--- src/rtl/nic_csr_pkg.sv ---
package nic_csr_pkg;
  localparam int CSR_W  = 16;
  localparam int REG_NUM = 4;
  localparam int RAP_W  = $clog2(REG_NUM);
  localparam int PTR_W  = 2 * CSR_W;

  // command/status register bit positions
  localparam int B_ERR  = 15;
  localparam int B_FHI  = 14;
  localparam int B_EHI  = 14;
  localparam int B_ELO  = 11;
  localparam int B_RINT = 10;
  localparam int B_TINT = 9;
  localparam int B_IDON = 8;
  localparam int B_FLO  = 8;
  localparam int B_INTR = 7;
  localparam int B_INEA = 6;
  localparam int B_RXON = 5;
  localparam int B_TXON = 4;
  localparam int B_STOP = 2;
  localparam int B_STRT = 1;
  localparam int B_INIT = 0;
  localparam int FLAG_N = B_FHI - B_FLO + 1;

  localparam int REG_CMD = 0;
  localparam int REG_PLO = 1;
  localparam int REG_PHI = 2;
  localparam int REG_MOD = 3;

  typedef struct packed {
    logic               stopCmd;
    logic [REG_NUM-1:0] regWr;
  } csr_strobe_t;
endpackage

--- src/rtl/nic_csr_ctrl.sv ---
module nic_csr_ctrl
  import nic_csr_pkg::*;
(
  input  logic             clk,
  input  logic             rstN,
  input  logic             busSel,
  input  logic             busWr,
  input  logic             busOfs,
  input  logic [CSR_W-1:0] busWdata,
  input  logic [CSR_W-1:0] dataPortRd,
  output logic [CSR_W-1:0] busRdata,
  output logic [RAP_W-1:0] rapNow,
  output csr_strobe_t      strobes
);
  logic [RAP_W-1:0] rapQ;
  logic             wrAny;
  logic             rapAccept;

  assign wrAny     = busSel && busWr;
  assign rapAccept = wrAny && busOfs && (busWdata < CSR_W'(REG_NUM));

  always_ff @(posedge clk) begin
    if (!rstN) rapQ <= '0;
    else if (rapAccept) rapQ <= busWdata[RAP_W-1:0];
  end

  for (genvar g = 0; g < REG_NUM; g++) begin : gDecode
    assign strobes.regWr[g] = wrAny && !busOfs && (rapQ == RAP_W'(g));
  end

  assign strobes.stopCmd = strobes.regWr[REG_CMD] && busWdata[B_STOP];
  assign rapNow   = rapQ;
  assign busRdata = busOfs ? {{(CSR_W-RAP_W){1'b0}}, rapQ} : dataPortRd;
endmodule

--- src/rtl/nic_csr_dpath.sv ---
module nic_csr_dpath
  import nic_csr_pkg::*;
(
  input  logic             clk,
  input  logic             rstN,
  input  csr_strobe_t      strobes,
  input  logic [CSR_W-1:0] wdata,
  input  logic [RAP_W-1:0] rapNow,
  input  logic             rxDoneEv,
  input  logic             txDoneEv,
  output logic [CSR_W-1:0] dataPortRd,
  output logic [CSR_W-1:0] csr0View,
  output logic             irqOut,
  output logic             stopped,
  output logic             rxOn,
  output logic             txOn,
  output logic [PTR_W-1:0] initPtr
);
  logic [FLAG_N-1:0] flagQ, flagD;
  logic ineaQ, ineaD, rxOnQ, rxOnD, txOnQ, txOnD;
  logic stopQ, stopD, strtQ, strtD, initQ, initD;
  logic [PTR_W-1:0] ptrQ;
  logic [CSR_W-1:0] modeQ;
  logic errSum, intSum;
  logic [CSR_W-1:0] regView [REG_NUM];

  always_comb begin
    flagD = flagQ; ineaD = ineaQ; rxOnD = rxOnQ; txOnD = txOnQ;
    stopD = stopQ; strtD = strtQ; initD = initQ;
    if (strobes.stopCmd) begin
      flagD = '0; ineaD = 1'b0; rxOnD = 1'b0; txOnD = 1'b0;
      strtD = 1'b0; initD = 1'b0; stopD = 1'b1;
    end else begin
      if (strobes.regWr[REG_CMD]) begin
        flagD = flagQ & ~wdata[B_FHI:B_FLO];
        ineaD = wdata[B_INEA];
        if (wdata[B_INIT]) begin
          initD = 1'b1;
          flagD[B_IDON-B_FLO] = 1'b1;
          stopD = 1'b0;
        end else if (wdata[B_STRT]) begin
          strtD = 1'b1; rxOnD = 1'b1; txOnD = 1'b1;
          stopD = 1'b0;
        end
      end
      if (rxDoneEv) flagD[B_RINT-B_FLO] = 1'b1;
      if (txDoneEv) flagD[B_TINT-B_FLO] = 1'b1;
    end
  end

  always_ff @(posedge clk) begin
    if (!rstN) begin
      flagQ <= '0; ineaQ <= 1'b0; rxOnQ <= 1'b0; txOnQ <= 1'b0;
      stopQ <= 1'b1; strtQ <= 1'b0; initQ <= 1'b0;
    end else begin
      flagQ <= flagD; ineaQ <= ineaD; rxOnQ <= rxOnD; txOnQ <= txOnD;
      stopQ <= stopD; strtQ <= strtD; initQ <= initD;
    end
  end

  always_ff @(posedge clk) begin
    if (!rstN) begin
      ptrQ  <= '0;
      modeQ <= '0;
    end else begin
      if (strobes.regWr[REG_PLO]) ptrQ[CSR_W-1:0]     <= wdata;
      if (strobes.regWr[REG_PHI]) ptrQ[PTR_W-1:CSR_W] <= wdata;
      if (strobes.regWr[REG_MOD]) modeQ               <= wdata;
    end
  end

  assign errSum = |flagQ[B_EHI-B_FLO:B_ELO-B_FLO];
  assign intSum = |flagQ;

  always_comb begin
    csr0View         = '0;
    csr0View[B_ERR]  = errSum;
    csr0View[B_FHI:B_FLO] = flagQ;
    csr0View[B_INTR] = intSum;
    csr0View[B_INEA] = ineaQ;
    csr0View[B_RXON] = rxOnQ;
    csr0View[B_TXON] = txOnQ;
    csr0View[B_STOP] = stopQ;
    csr0View[B_STRT] = strtQ;
    csr0View[B_INIT] = initQ;
  end

  assign regView[REG_CMD] = csr0View;
  assign regView[REG_PLO] = ptrQ[CSR_W-1:0];
  assign regView[REG_PHI] = ptrQ[PTR_W-1:CSR_W];
  assign regView[REG_MOD] = modeQ;

  assign dataPortRd = regView[rapNow];
  assign irqOut     = intSum && ineaQ;
  assign stopped    = stopQ;
  assign rxOn       = rxOnQ;
  assign txOn       = txOnQ;
  assign initPtr    = ptrQ;
endmodule

--- src/rtl/nic_csr_block.sv ---
module nic_csr_block
  import nic_csr_pkg::*;
(
  input  logic             clk,
  input  logic             rstN,
  input  logic             busSel,
  input  logic             busWr,
  input  logic             busOfs,
  input  logic [CSR_W-1:0] busWdata,
  output logic [CSR_W-1:0] busRdata,
  input  logic             rxDoneEv,
  input  logic             txDoneEv,
  output logic             irqOut,
  output logic             stopped,
  output logic             rxOn,
  output logic             txOn,
  output logic [PTR_W-1:0] initPtr
);
  csr_strobe_t      strobes;
  logic [RAP_W-1:0] rapNow;
  logic [CSR_W-1:0] dataPortRd;
  logic [CSR_W-1:0] csr0View;

  nic_csr_ctrl u_ctrl (
    .clk(clk), .rstN(rstN), .busSel(busSel), .busWr(busWr),
    .busOfs(busOfs), .busWdata(busWdata), .dataPortRd(dataPortRd),
    .busRdata(busRdata), .rapNow(rapNow), .strobes(strobes)
  );

  nic_csr_dpath u_dpath (
    .clk(clk), .rstN(rstN), .strobes(strobes), .wdata(busWdata),
    .rapNow(rapNow), .rxDoneEv(rxDoneEv), .txDoneEv(txDoneEv),
    .dataPortRd(dataPortRd), .csr0View(csr0View), .irqOut(irqOut),
    .stopped(stopped), .rxOn(rxOn), .txOn(txOn), .initPtr(initPtr)
  );
endmodule

--- config.mk ---
export PLATFORM = sky130hd
export DESIGN_NAME = nic_csr_block
export DESIGN_NICKNAME = d
export VERILOG_FILES = /design/src/rtl/nic_csr_pkg.sv /design/src/rtl/nic_csr_ctrl.sv /design/src/rtl/nic_csr_dpath.sv /design/src/rtl/nic_csr_block.sv
export SDC_FILE = /design/constraint.sdc
export NUM_CORES = 1
export LEC_CHECK = 0
export BUFFER_PORTS_ARGS = -buffer_cell sky130_fd_sc_hd__clkbuf_2
export CAP_MARGIN = 20
export CORE_MARGIN = 3
export CORE_UTILIZATION = 50
export CTS_CLUSTER_DIAMETER = 50
export DETAILED_ROUTE_END_ITERATION = 12
export MAX_ROUTING_LAYER = met4
export PLACE_DENSITY = 0.73
export SETUP_SLACK_MARGIN = 0.05
export SLEW_MARGIN = 20
export SYNTH_ARGS = -nofsm -noshare
export SYNTH_HDL_FRONTEND = slang
export SYNTH_SLANG_ARGS = --single-unit
--- constraint.sdc ---
create_clock -name clk -period 2.9 [get_ports clk]
set_input_delay 0.29 -clock clk [delete_from_list [all_inputs] [get_ports clk]]
set_output_delay 0.29 -clock clk [all_outputs]
set_load 0.01 [all_outputs]
==> results.toml <==
[flow_run]
maxCapViolations = 0

[route]
drc = 0
wl_um = 7150
wl_per_cell_um = 16.6
vias_per_cell = 5.54
ant_nets = 0
drt_iter0_markers = 174
dr.pass1.iters = 4
dr_total_vias = 2389

[worst_hold_path]
holdCritStartpoint = "rxDoneEv"
min_to = "u_dpath.flagQ[2]$_SDFFE_PP0P_"
whs_path_depth = 2
hp-class = "in -> reg"

[clock_tree]
cts_resized = 0
clockBufferDepth = 2
cts_num_sinks = 61
clk_pin_slew_ns = 0.06
clockRootBuffer = "clkbuf_8"
cts_tree = "done"
htree_levels = 3
cts_hold_buf = 0
cts_buffers = 9
cts_setup_buffers = 0
worstSkewPairLatency_ns = 0.33

[setup_path]
crit_slowest_cell = "dfxtp_1"
worstPathRequired_ns = 2.61
worst-path-max-fanout = 17
arrival_ns = 2.08
setup.worst_path.end_class = "output pin"
reg2reg_setup_slack_ns = 0.84
critPathKind = "reg -> out"
r2r_cells = 5
cpPeakStageDelay_ns = 0.58
worst_r2r_endpoint = "u_dpath.stopped$_SDFFE_PP1P_"
critPathLaunchType = "register"
regToRegStartpoint = "u_ctrl.rapNow[1]$_SDFFE_PN0P_"
crit_chain = "buf_4, mux4_2, nor2b_1, clkbuf_2"

[placed_design]
gp_congestion = 0.784
dp_hpwl_um = 5000
portBuffers = 74

[yosys]
ys_seq_area_share_pct = 43.7
syn_area_mm2 = 0.00279
syn-instance-count = 286
synth_top_flop_cell = "dfxtp_1"
ys_async_sr_fraction_pct = 0
synth_edf_count = 0
avgSynthCellArea_um2 = 9.77
ys_ff_latch = 61
ys_types = 38
synth_fp_nets = 309
yosysWarnings = 0

[power_and_ir_drop]
ir_drop_mv = 0.293
p_switching_uw = 360
p_sw_share_pct = 22.3
combPwrFrac_pct = 5.7
leakage_uw = 0.00145
p_int_uw = 1250
seq_power_share_pct = 52.4
p_per_area_mw_per_mm2 = 478
clkPwrFrac_pct = 41.8

[timing]
setup_viol = 0
hold_violations = 0
drv_slew = 0
fin_tns_setup_ns = 0
fin_skew_ns = 0.00489
rsz0062_at_grt = "false"
tightest_slew_ns = 0.852
fmax_mhz = 422
fin_crit_ns = 2.37
period_share_pct = 81.8
slew_headroom_pct = 43.0

[final_layout]
final_nets = 380
multi_input_area_mm2 = 0.00144
utilization_pct = 63.9
nFillCells = 483
area_growth_syn_to_layout_pct = 20.6
layout_commonest_cell = "clkbuf_2"
diodes = 0
seq_area_mm2 = 0.00122
layout_common_cells = "74 x clkbuf_2, 61 x dfxtp_1, 37 x nor2_1, 37 x nand2_1, 36 x mux2i_1"
drive_above_1_share_pct = 32.7

[die]
core_area_mm2 = 0.00527
start_util_pct = 53.0
fp-row-count = 26
die_area_mm2 = 0.00652
die_y_um = 80.8
dieWidth_um = 80.8
ios = 75

[status]
outcome = "finished clean"

[global_route]
grt_antenna_before_repair = 0
grt_pass1_wl_um = 11500
grt_max_degree = 51
grt_pass1_vias = 2293
grt.total_usage_pct = 24.3
grt.overflow.total = 0
metal layers:
layer	vias up	GRT usage, %	share of wire, %	wire [um]
met5	-	-	0	0
met4	0	10.5	1.8	129
met3	11	6.43	6.5	465
met2	79	38.7	49	3500
met1	1165	29.2	43	3060
li1	1134	-	-	-
worst max-delay path, delay by kind of cell, from the launching register on:
kind | cells | cell delay [ns]
muxes | 1 | 0.53
and+or+nand+nor | 1 | 0.14
buffers and inverters | 2 | 0.50
DFF | 1 | 0.58
metrics by stage:
stage               total power [uW]  hold slack [ns]  instances  area (um^2)  worst slack [ns]
floorplan                        911            0.414        286         2790              1.17
global placement                 955            0.460        416         3190             0.873
detailed placement               956            0.465        416         3190             0.842
CTS                             1630            0.161        431         3370             0.493
global route                    1680            0.178        431         3370             0.394
finish                          1610            0.177        431         3370             0.528
sequential cells by signal, indices dropped and copies added (netlist names):
signal / flops
u_dpath.initQ: 1
u_dpath.stopped: 1
u_dpath.strtQ: 1
u_ctrl.rapNow: 2
u_dpath.flagQ: 7
u_dpath.initPtr: 32
u_dpath.modeQ: 16
u_dpath.ineaQ: 1
cell usage after synthesis (2+ instances only):
cell / number / area share (%)
o21a_1: 2 / 0.54
dfxtp_1: 61 / 44
nand2_1: 37 / 5.0
a21oi_1: 21 / 3.8
clkbuf_1: 9 / 1.2
nor2_1: 37 / 5.0
o21ai_0: 6 / 1.1
nor2b_1: 15 / 3.4
mux4_2: 13 / 10
nor4_1: 3 / 0.67
buf_4: 6 / 1.6
buf_2: 6 / 1.1
a21boi_0: 2 / 0.54
nand3b_1: 3 / 0.81
inv_1: 2 / 0.27
mux2_2: 3 / 1.2
and3_1: 4 / 0.90
mux2i_1: 36 / 13
cell families after synthesis:
kind of cell    Yosys count  share of synthesized area, %
simple gates            112                          19.6
buf+inv                  25                          4.70
mux                      52                          24.6
flops                    61                          43.7
compound gates           36                          7.43
worst max path at each step:
stage,slack [ns],startpoint,to
floorplan,1.17,u_ctrl.rapNow[1]$_SDFFE_PN0P_,busRdata[7]
global placement,0.87,u_ctrl.rapNow[1]$_SDFFE_PN0P_,busRdata[4]
detailed placement,0.84,busOfs,u_dpath.initPtr[10]$_SDFFE_PN0P_
CTS,0.49,u_ctrl.rapNow[1]$_SDFFE_PN0P_,busRdata[4]
global route,0.39,u_ctrl.rapNow[1]$_SDFFE_PN0P_,busRdata[4]
finish,0.53,u_ctrl.rapNow[1]$_SDFFE_PN0P_,busRdata[4]
power groups by stage:
stage                     logic, uW  clock network, uW  registers [uW]
after global placement         91.0                  0             864
final                          92.2                674             845
after floorplan                47.5                  0             863
after detailed placement       91.8                  0             864
after CTS                      92.1                691             845
after global routing            101                735             845
layout make-up:
class | instances | share of cell area, %
clock buffers | 14 | 5.12
clock inverters | 1 | 0.149
inverters | 3 | 0.334
multi-input cells | 200 | 42.8
flip-flops and latches | 61 | 36.2
well taps | 70 | 2.60
repair buffers | 82 | 12.8
(Power assumes the default switching activity.)
